$ cat src/rtl/row_trk_pkg.sv
package row_trk_pkg;
    localparam int ADDR_W  = 32;
    localparam int SPACE_W = 30;
    localparam int ROW_W   = 14;
    localparam int COL_W   = 11;
    localparam int BANK_W  = 2;
    localparam int NUM_CS  = 2;
    localparam int BANKS   = 1 << BANK_W;
    localparam int REC_N   = NUM_CS * BANKS;
    localparam int IDX_W   = $clog2(REC_N);

    typedef enum logic [1:0] {
        CLS_IDLE = 2'd0,
        CLS_HIT  = 2'd1,
        CLS_MISS = 2'd2,
        CLS_ERR  = 2'd3
    } cls_e;

    typedef enum logic {
        REC_CLOSED = 1'b0,
        REC_OPEN   = 1'b1
    } rec_e;

    typedef struct packed {
        logic [3:0] dens;
        logic [1:0] roww;
        logic [1:0] colw;
    } cs_cfg_t;
endpackage

$ cat src/rtl/addr_map.sv
module addr_map
    import row_trk_pkg::*;
(
    input  logic              cfg_wide,
    input  logic              cfg_bank_mid,
    input  cs_cfg_t           cfg0,
    input  cs_cfg_t           cfg1,
    input  logic [ADDR_W-1:0] addr,
    output logic              err_o,
    output logic              cs_o,
    output logic [BANK_W-1:0] bank_o,
    output logic [ROW_W-1:0]  row_o,
    output logic [COL_W-1:0]  col_o
);
    localparam logic [ADDR_W:0] ONE = {{ADDR_W{1'b0}}, 1'b1};

    logic [5:0] off, cw0, rw0, bb0, cap0, cw1, rw1, bb1, cap1;
    logic [5:0] cw, rw, bb, row_sh, bank_sh;
    logic [ADDR_W:0] lim0, lim1, wide_a, loc;

    always_comb begin
        off  = cfg_wide ? 6'd2 : 6'd1;
        bb0  = (cfg0.dens >= 4'd2) ? 6'd2 : 6'd1;
        bb1  = (cfg1.dens >= 4'd2) ? 6'd2 : 6'd1;
        cw0  = 6'd8 + {4'd0, cfg0.colw};
        rw0  = 6'd11 + {4'd0, cfg0.roww};
        cw1  = 6'd8 + {4'd0, cfg1.colw};
        rw1  = 6'd11 + {4'd0, cfg1.roww};
        cap0 = off + cw0 + rw0 + bb0;
        cap1 = off + cw1 + rw1 + bb1;
        lim0 = ONE << cap0;
        lim1 = lim0 + (ONE << cap1);

        wide_a = {1'b0, addr};
        err_o  = (|(addr >> SPACE_W)) || (wide_a >= lim1);
        cs_o   = (wide_a >= lim0);
        loc    = cs_o ? (wide_a - lim0) : wide_a;

        cw = cs_o ? cw1 : cw0;
        rw = cs_o ? rw1 : rw0;
        bb = cs_o ? bb1 : bb0;
        if (cfg_bank_mid) begin
            bank_sh = off + cw;
            row_sh  = off + cw + bb;
        end else begin
            row_sh  = off + cw;
            bank_sh = off + cw + rw;
        end

        col_o  = COL_W'((loc >> off) & ((ONE << cw) - ONE));
        row_o  = ROW_W'((loc >> row_sh) & ((ONE << rw) - ONE));
        bank_o = BANK_W'((loc >> bank_sh) & ((ONE << bb) - ONE));
    end
endmodule

$ cat src/rtl/bank_rec.sv
module bank_rec
    import row_trk_pkg::*;
(
    input  logic             clk,
    input  logic             rst_n,
    input  logic             set_i,
    input  logic             clr_i,
    input  logic [ROW_W-1:0] row_i,
    output logic             open_o,
    output logic [ROW_W-1:0] row_o
);
    rec_e state_q, state_d;
    logic [ROW_W-1:0] row_q;

    always_comb begin
        state_d = state_q;
        unique case (state_q)
            REC_CLOSED: if (set_i) state_d = REC_OPEN;
            REC_OPEN: begin
                if (set_i)      state_d = REC_OPEN;
                else if (clr_i) state_d = REC_CLOSED;
            end
            default: state_d = REC_CLOSED;
        endcase
    end

    always_ff @(posedge clk or negedge rst_n) begin
        if (!rst_n) begin
            state_q <= REC_CLOSED;
            row_q   <= '0;
        end else begin
            state_q <= state_d;
            if (set_i) row_q <= row_i;
        end
    end

    always_comb begin
        open_o = (state_q == REC_OPEN);
        row_o  = row_q;
    end
endmodule

$ cat src/rtl/sdram_row_tracker.sv
module sdram_row_tracker
    import row_trk_pkg::*;
(
    input  logic              clk,
    input  logic              rst_n,
    input  logic              cfg_wide,
    input  logic              cfg_bank_mid,
    input  logic [3:0]        cfg_dens0,
    input  logic [1:0]        cfg_roww0,
    input  logic [1:0]        cfg_colw0,
    input  logic [3:0]        cfg_dens1,
    input  logic [1:0]        cfg_roww1,
    input  logic [1:0]        cfg_colw1,
    input  logic              req_valid,
    input  logic [ADDR_W-1:0] req_addr,
    output logic [1:0]        cls_code,
    output logic              cls_cs,
    output logic [BANK_W-1:0] cls_bank,
    output logic [ROW_W-1:0]  cls_row,
    output logic [COL_W-1:0]  cls_col,
    input  logic              act_valid,
    input  logic              act_cs,
    input  logic [BANK_W-1:0] act_bank,
    input  logic [ROW_W-1:0]  act_row,
    input  logic              pre_valid,
    input  logic              pre_cs,
    input  logic [BANK_W-1:0] pre_bank,
    input  logic              pall_valid,
    input  logic              pall_cs
);
    cs_cfg_t cfg0, cfg1;
    logic    dec_err;
    logic [NUM_CS-1:0] four_bank;
    logic [REC_N-1:0]  rec_open;
    logic [ROW_W-1:0]  rec_row [REC_N];
    logic [IDX_W-1:0]  sel_idx;

    always_comb begin
        cfg0 = '{dens: cfg_dens0, roww: cfg_roww0, colw: cfg_colw0};
        cfg1 = '{dens: cfg_dens1, roww: cfg_roww1, colw: cfg_colw1};
        four_bank[0] = (cfg_dens0 >= 4'd2);
        four_bank[1] = (cfg_dens1 >= 4'd2);
    end

    addr_map u_map (
        .cfg_wide     (cfg_wide),
        .cfg_bank_mid (cfg_bank_mid),
        .cfg0         (cfg0),
        .cfg1         (cfg1),
        .addr         (req_addr),
        .err_o        (dec_err),
        .cs_o         (cls_cs),
        .bank_o       (cls_bank),
        .row_o        (cls_row),
        .col_o        (cls_col)
    );

    for (genvar c = 0; c < NUM_CS; c++) begin : g_cs
        for (genvar b = 0; b < BANKS; b++) begin : g_bank
            logic set_w, clr_w;
            always_comb begin
                set_w = act_valid && (act_cs == 1'(c)) && (act_bank == BANK_W'(b))
                        && (four_bank[c] || (b < 2));
                clr_w = (pall_valid && (pall_cs == 1'(c)))
                        || (pre_valid && (pre_cs == 1'(c)) && (pre_bank == BANK_W'(b)));
            end
            bank_rec u_rec (
                .clk    (clk),
                .rst_n  (rst_n),
                .set_i  (set_w),
                .clr_i  (clr_w),
                .row_i  (act_row),
                .open_o (rec_open[c*BANKS+b]),
                .row_o  (rec_row[c*BANKS+b])
            );
        end
    end

    always_comb begin
        sel_idx = {cls_cs, cls_bank};
        if (!req_valid)
            cls_code = CLS_IDLE;
        else if (dec_err)
            cls_code = CLS_ERR;
        else if (!rec_open[sel_idx])
            cls_code = CLS_IDLE;
        else if (rec_row[sel_idx] == cls_row)
            cls_code = CLS_HIT;
        else
            cls_code = CLS_MISS;
    end
endmodule

$ cat config.mk
export PLATFORM = sky130hd
export DESIGN_NAME = sdram_row_tracker
export DESIGN_NICKNAME = d
export VERILOG_FILES = /design/src/rtl/row_trk_pkg.sv /design/src/rtl/addr_map.sv /design/src/rtl/bank_rec.sv /design/src/rtl/sdram_row_tracker.sv
export SDC_FILE = /design/constraint.sdc
export NUM_CORES = 1
export LEC_CHECK = 0
export BUFFER_PORTS_ARGS = -buffer_cell sky130_fd_sc_hd__buf_2
export CORE_ASPECT_RATIO = 2
export CORE_MARGIN = 2
export CORE_UTILIZATION = 25
export DETAILED_ROUTE_END_ITERATION = 16
export GPL_TIMING_DRIVEN = 0
export PLACE_DENSITY = 0.42
export SYNTH_ARGS = -nofsm -noshare
export SYNTH_HDL_FRONTEND = slang
export SYNTH_HIERARCHICAL = 1
export SYNTH_SLANG_ARGS = --single-unit
export TNS_END_PERCENT = 10
$ cat constraint.sdc
create_clock -name clk -period 24.2 [get_ports clk]
set_clock_uncertainty 0.2 [all_clocks]
set_input_delay 4.84 -clock clk [delete_from_list [all_inputs] [get_ports clk]]
set_output_delay 4.84 -clock clk [all_outputs]
set_load 0.1 [all_outputs]
==> reports/results.ini <==
[setup_path]
critPathMaxStageDelay_ns=0.82
crit_arrival_ns=18.46
worstPathRequired_ns=19.16
setup.worst_path.end_class=output pin
critPathLaunchType=input pin
crit_type=input pin to output pin
reg2reg_slack_ns=23.23
cp_max_fo=14
cpMostUsedCell=buf_2
cp_slowest_cell=nor2_1

[layout]
num-nets-final=2101
num_antenna_cells=0
seq_area_mm2=0.00300
nFillCells=6610
syn2layout_area_growth_pct=14.3
final_util=0.288
instances_no_fill=2694
multi_input_area_mm2=0.0115
drive_gt1_frac=0.218
final_cell_area_mm2=0.0177

[clock_tree]
cts_sinks=120
clk_path_buf_depth=2
cts.htree.levels=4
cts.reportedPaths.clkPinSlew_ns=0.06
tritoncts=done
cts-root-buf=clkbuf_16
numCtsBuffers=17
hold_buffers=0
clock_latency_ns=0.42

[timing]
fin_crit_ns=23.50
maxSlewHeadroom=0.151
fmaxAchievable_mhz=42.6
setup_tns_ns=0
tightest_slew_ns=1.24
slew_violations=0
holdWs_ns=0.283
period_share=0.971
final-setup-viol-count=0
finalHoldViolations=0
rsz0062_at_grt=false

[logic_synthesis]
netlist_instances=1771
synth_top_area_share=0.194
synth_edf_count=0
ys_seq_area_frac=0.194
yosys_warnings=6
syn_nets=1977
yosysMostFrequentCell=nand2_1
async_flop_share=1.00
synth_seq_cells=120
netlist_top_cells_area=dfrtp_1, ha_1, mux2_4, mux2i_1, mux2_2
yosysTopAreaCell=dfrtp_1
synth_flop_cell=dfrtp_1
netlist_top_cells_count=nand2_1, nor2_1, dfrtp_1, ha_1, a21oi_1
synth.distinct_cells=102
syn_area_mm2=0.0155
avgSynthCellArea_um2=8.73

[global_routing]
antenna_found_initial=1
grt_overflow=0
grt_pass1_wl_mm=90.2
grt_max_degree=92
grtUsageTotal=0.183
grt_pass1_vias=14409

[floorplanning]
initial_utilization=0.252
dieArea_mm2=0.0640
core_mm2=0.0615
die_h_um=356
design.portCount=107
rows=129
fp.dieW_um=180

[placed_design]
dpl.cell_count=2661
gp_congestion=0.943
place_area_mm2=0.0170
portBuffers=103
hpwl_mm=48.4

[status]
status=complete, no violations

[detailed_routing]
vias_per_cell=5.38
firstDrtPassIters=6
first_iter_violations=1279
num_vias=14489
route.detailed.drc=0
post_drt_wl_per_cell_um=22.2
wirelength_mm=59.9
ant_nets=0

[power]
leakagePower_nw=7.78
max-vdd-ir-drop_v=0.000166
power_per_cell_area_mw_per_mm2=102

[min_path]
hold_path_class=flop to flop

[flow_run]
cap_violations=0

[report_power, final]
| group | internal (mW) | total, mW | leakage, nW | switching [mW] |
|---|---|---|---|---|
| Clock | 0.183 | 0.282 | 0.301 | 0.0988 |
| Combinational | 0.419 | 1.26 | 6.02 | 0.838 |
| Sequential | 0.245 | 0.268 | 1.45 | 0.0230 |
[timing repair]
action / in CTS / in global routing
resized for setup: 0 / 2
setup buffers: 0 / 0
endpoints found under the setup margin: 0 / 1
[cells in the final DEF (no fill, tap or decap), drive strengths merged, types with 29 or more instances in the layout]
cell,n
buf,161
nand2,152
mux2,144
nor2,127
dfrtp,120
ha,116
a21oi,104
inv,89
o21ai,87
mux2i,83
clkbuf,62
nand3,56
nor3,48
a21o,47
xnor2,36
a211oi,33
nand4,29
[flip-flops by register name, indices dropped and copies added, names as in the netlist]
register and count:
g_cs.g_bank.u_rec/row_o 112, g_cs.g_bank.u_rec/open_o 8
[layout make-up]
type	instances	area share
clock buffers	17	0.0241
plain buffers	101	0.0383
repair buffers	105	0.0313
clock inverters	15	0.0129
multi-input cells	1461	0.649
well taps	786	0.0556
inverters	89	0.0190
flip-flops and latches	120	0.170
[worst max-delay path: cells and delay by family]
kind / cells / cell delay [ns]
compound gates: 8 / 2.06
buf+inv: 14 / 2.87
mux: 2 / 1.28
fa+ha+maj: 10 / 3.71
simple gates: 12 / 3.63
[per-layer routing]
layer  global-route usage  wire length [um]  up-vias
li1                     -                 -     6870
met4               0.0367              1030        2
met5                    0                 7        -
met1                0.260             28400     7008
met3               0.0356              4120       69
met2                0.288             26300      540
[through the flow]
step,total power [mW],worst slack [ns]
after floorplan,1.17,0.154
final,1.81,0.702
after detailed placement,1.50,0.611
after global routing,1.91,0.0888
after CTS,1.80,0.546
after global placement,1.51,0.456
[logic make-up after synthesis]
kind of cell | Yosys count | share of synthesized area
buffers and inverters | 190 | 0.0656
xor gates and xnor gates | 63 | 0.0357
muxes | 248 | 0.207
and+or+nand+nor | 546 | 0.174
adders and majority gates | 129 | 0.111
AOI/OAI and AO/OA | 475 | 0.213
DFF | 120 | 0.194
[path summary, 6_finish.rpt]
check	from	endpoint	depth (start not counted)
setup / recovery	cfg_roww0[0]	cls_code[0]	46
hold / removal	g_cs[1].g_bank[1].u_rec/open_o$_DFF_PN0_	g_cs[1].g_bank[1].u_rec/open_o$_DFF_PN0_	1
setup reg to reg	g_cs[1].g_bank[2].u_rec/row_o[3]$_DFFE_PN0P_	g_cs[1].g_bank[2].u_rec/row_o[3]$_DFFE_PN0P_	1
hold reg to reg	g_cs[1].g_bank[1].u_rec/open_o$_DFF_PN0_	g_cs[1].g_bank[1].u_rec/open_o$_DFF_PN0_	1
max in group asynchronous	rst_n	g_cs[1].g_bank[3].u_rec/row_o[5]$_DFFE_PN0P_	2
min in group asynchronous	rst_n	g_cs[1].g_bank[1].u_rec/row_o[11]$_DFFE_PN0P_	1
No activity file was read; power rests on OpenSTA's default activity.
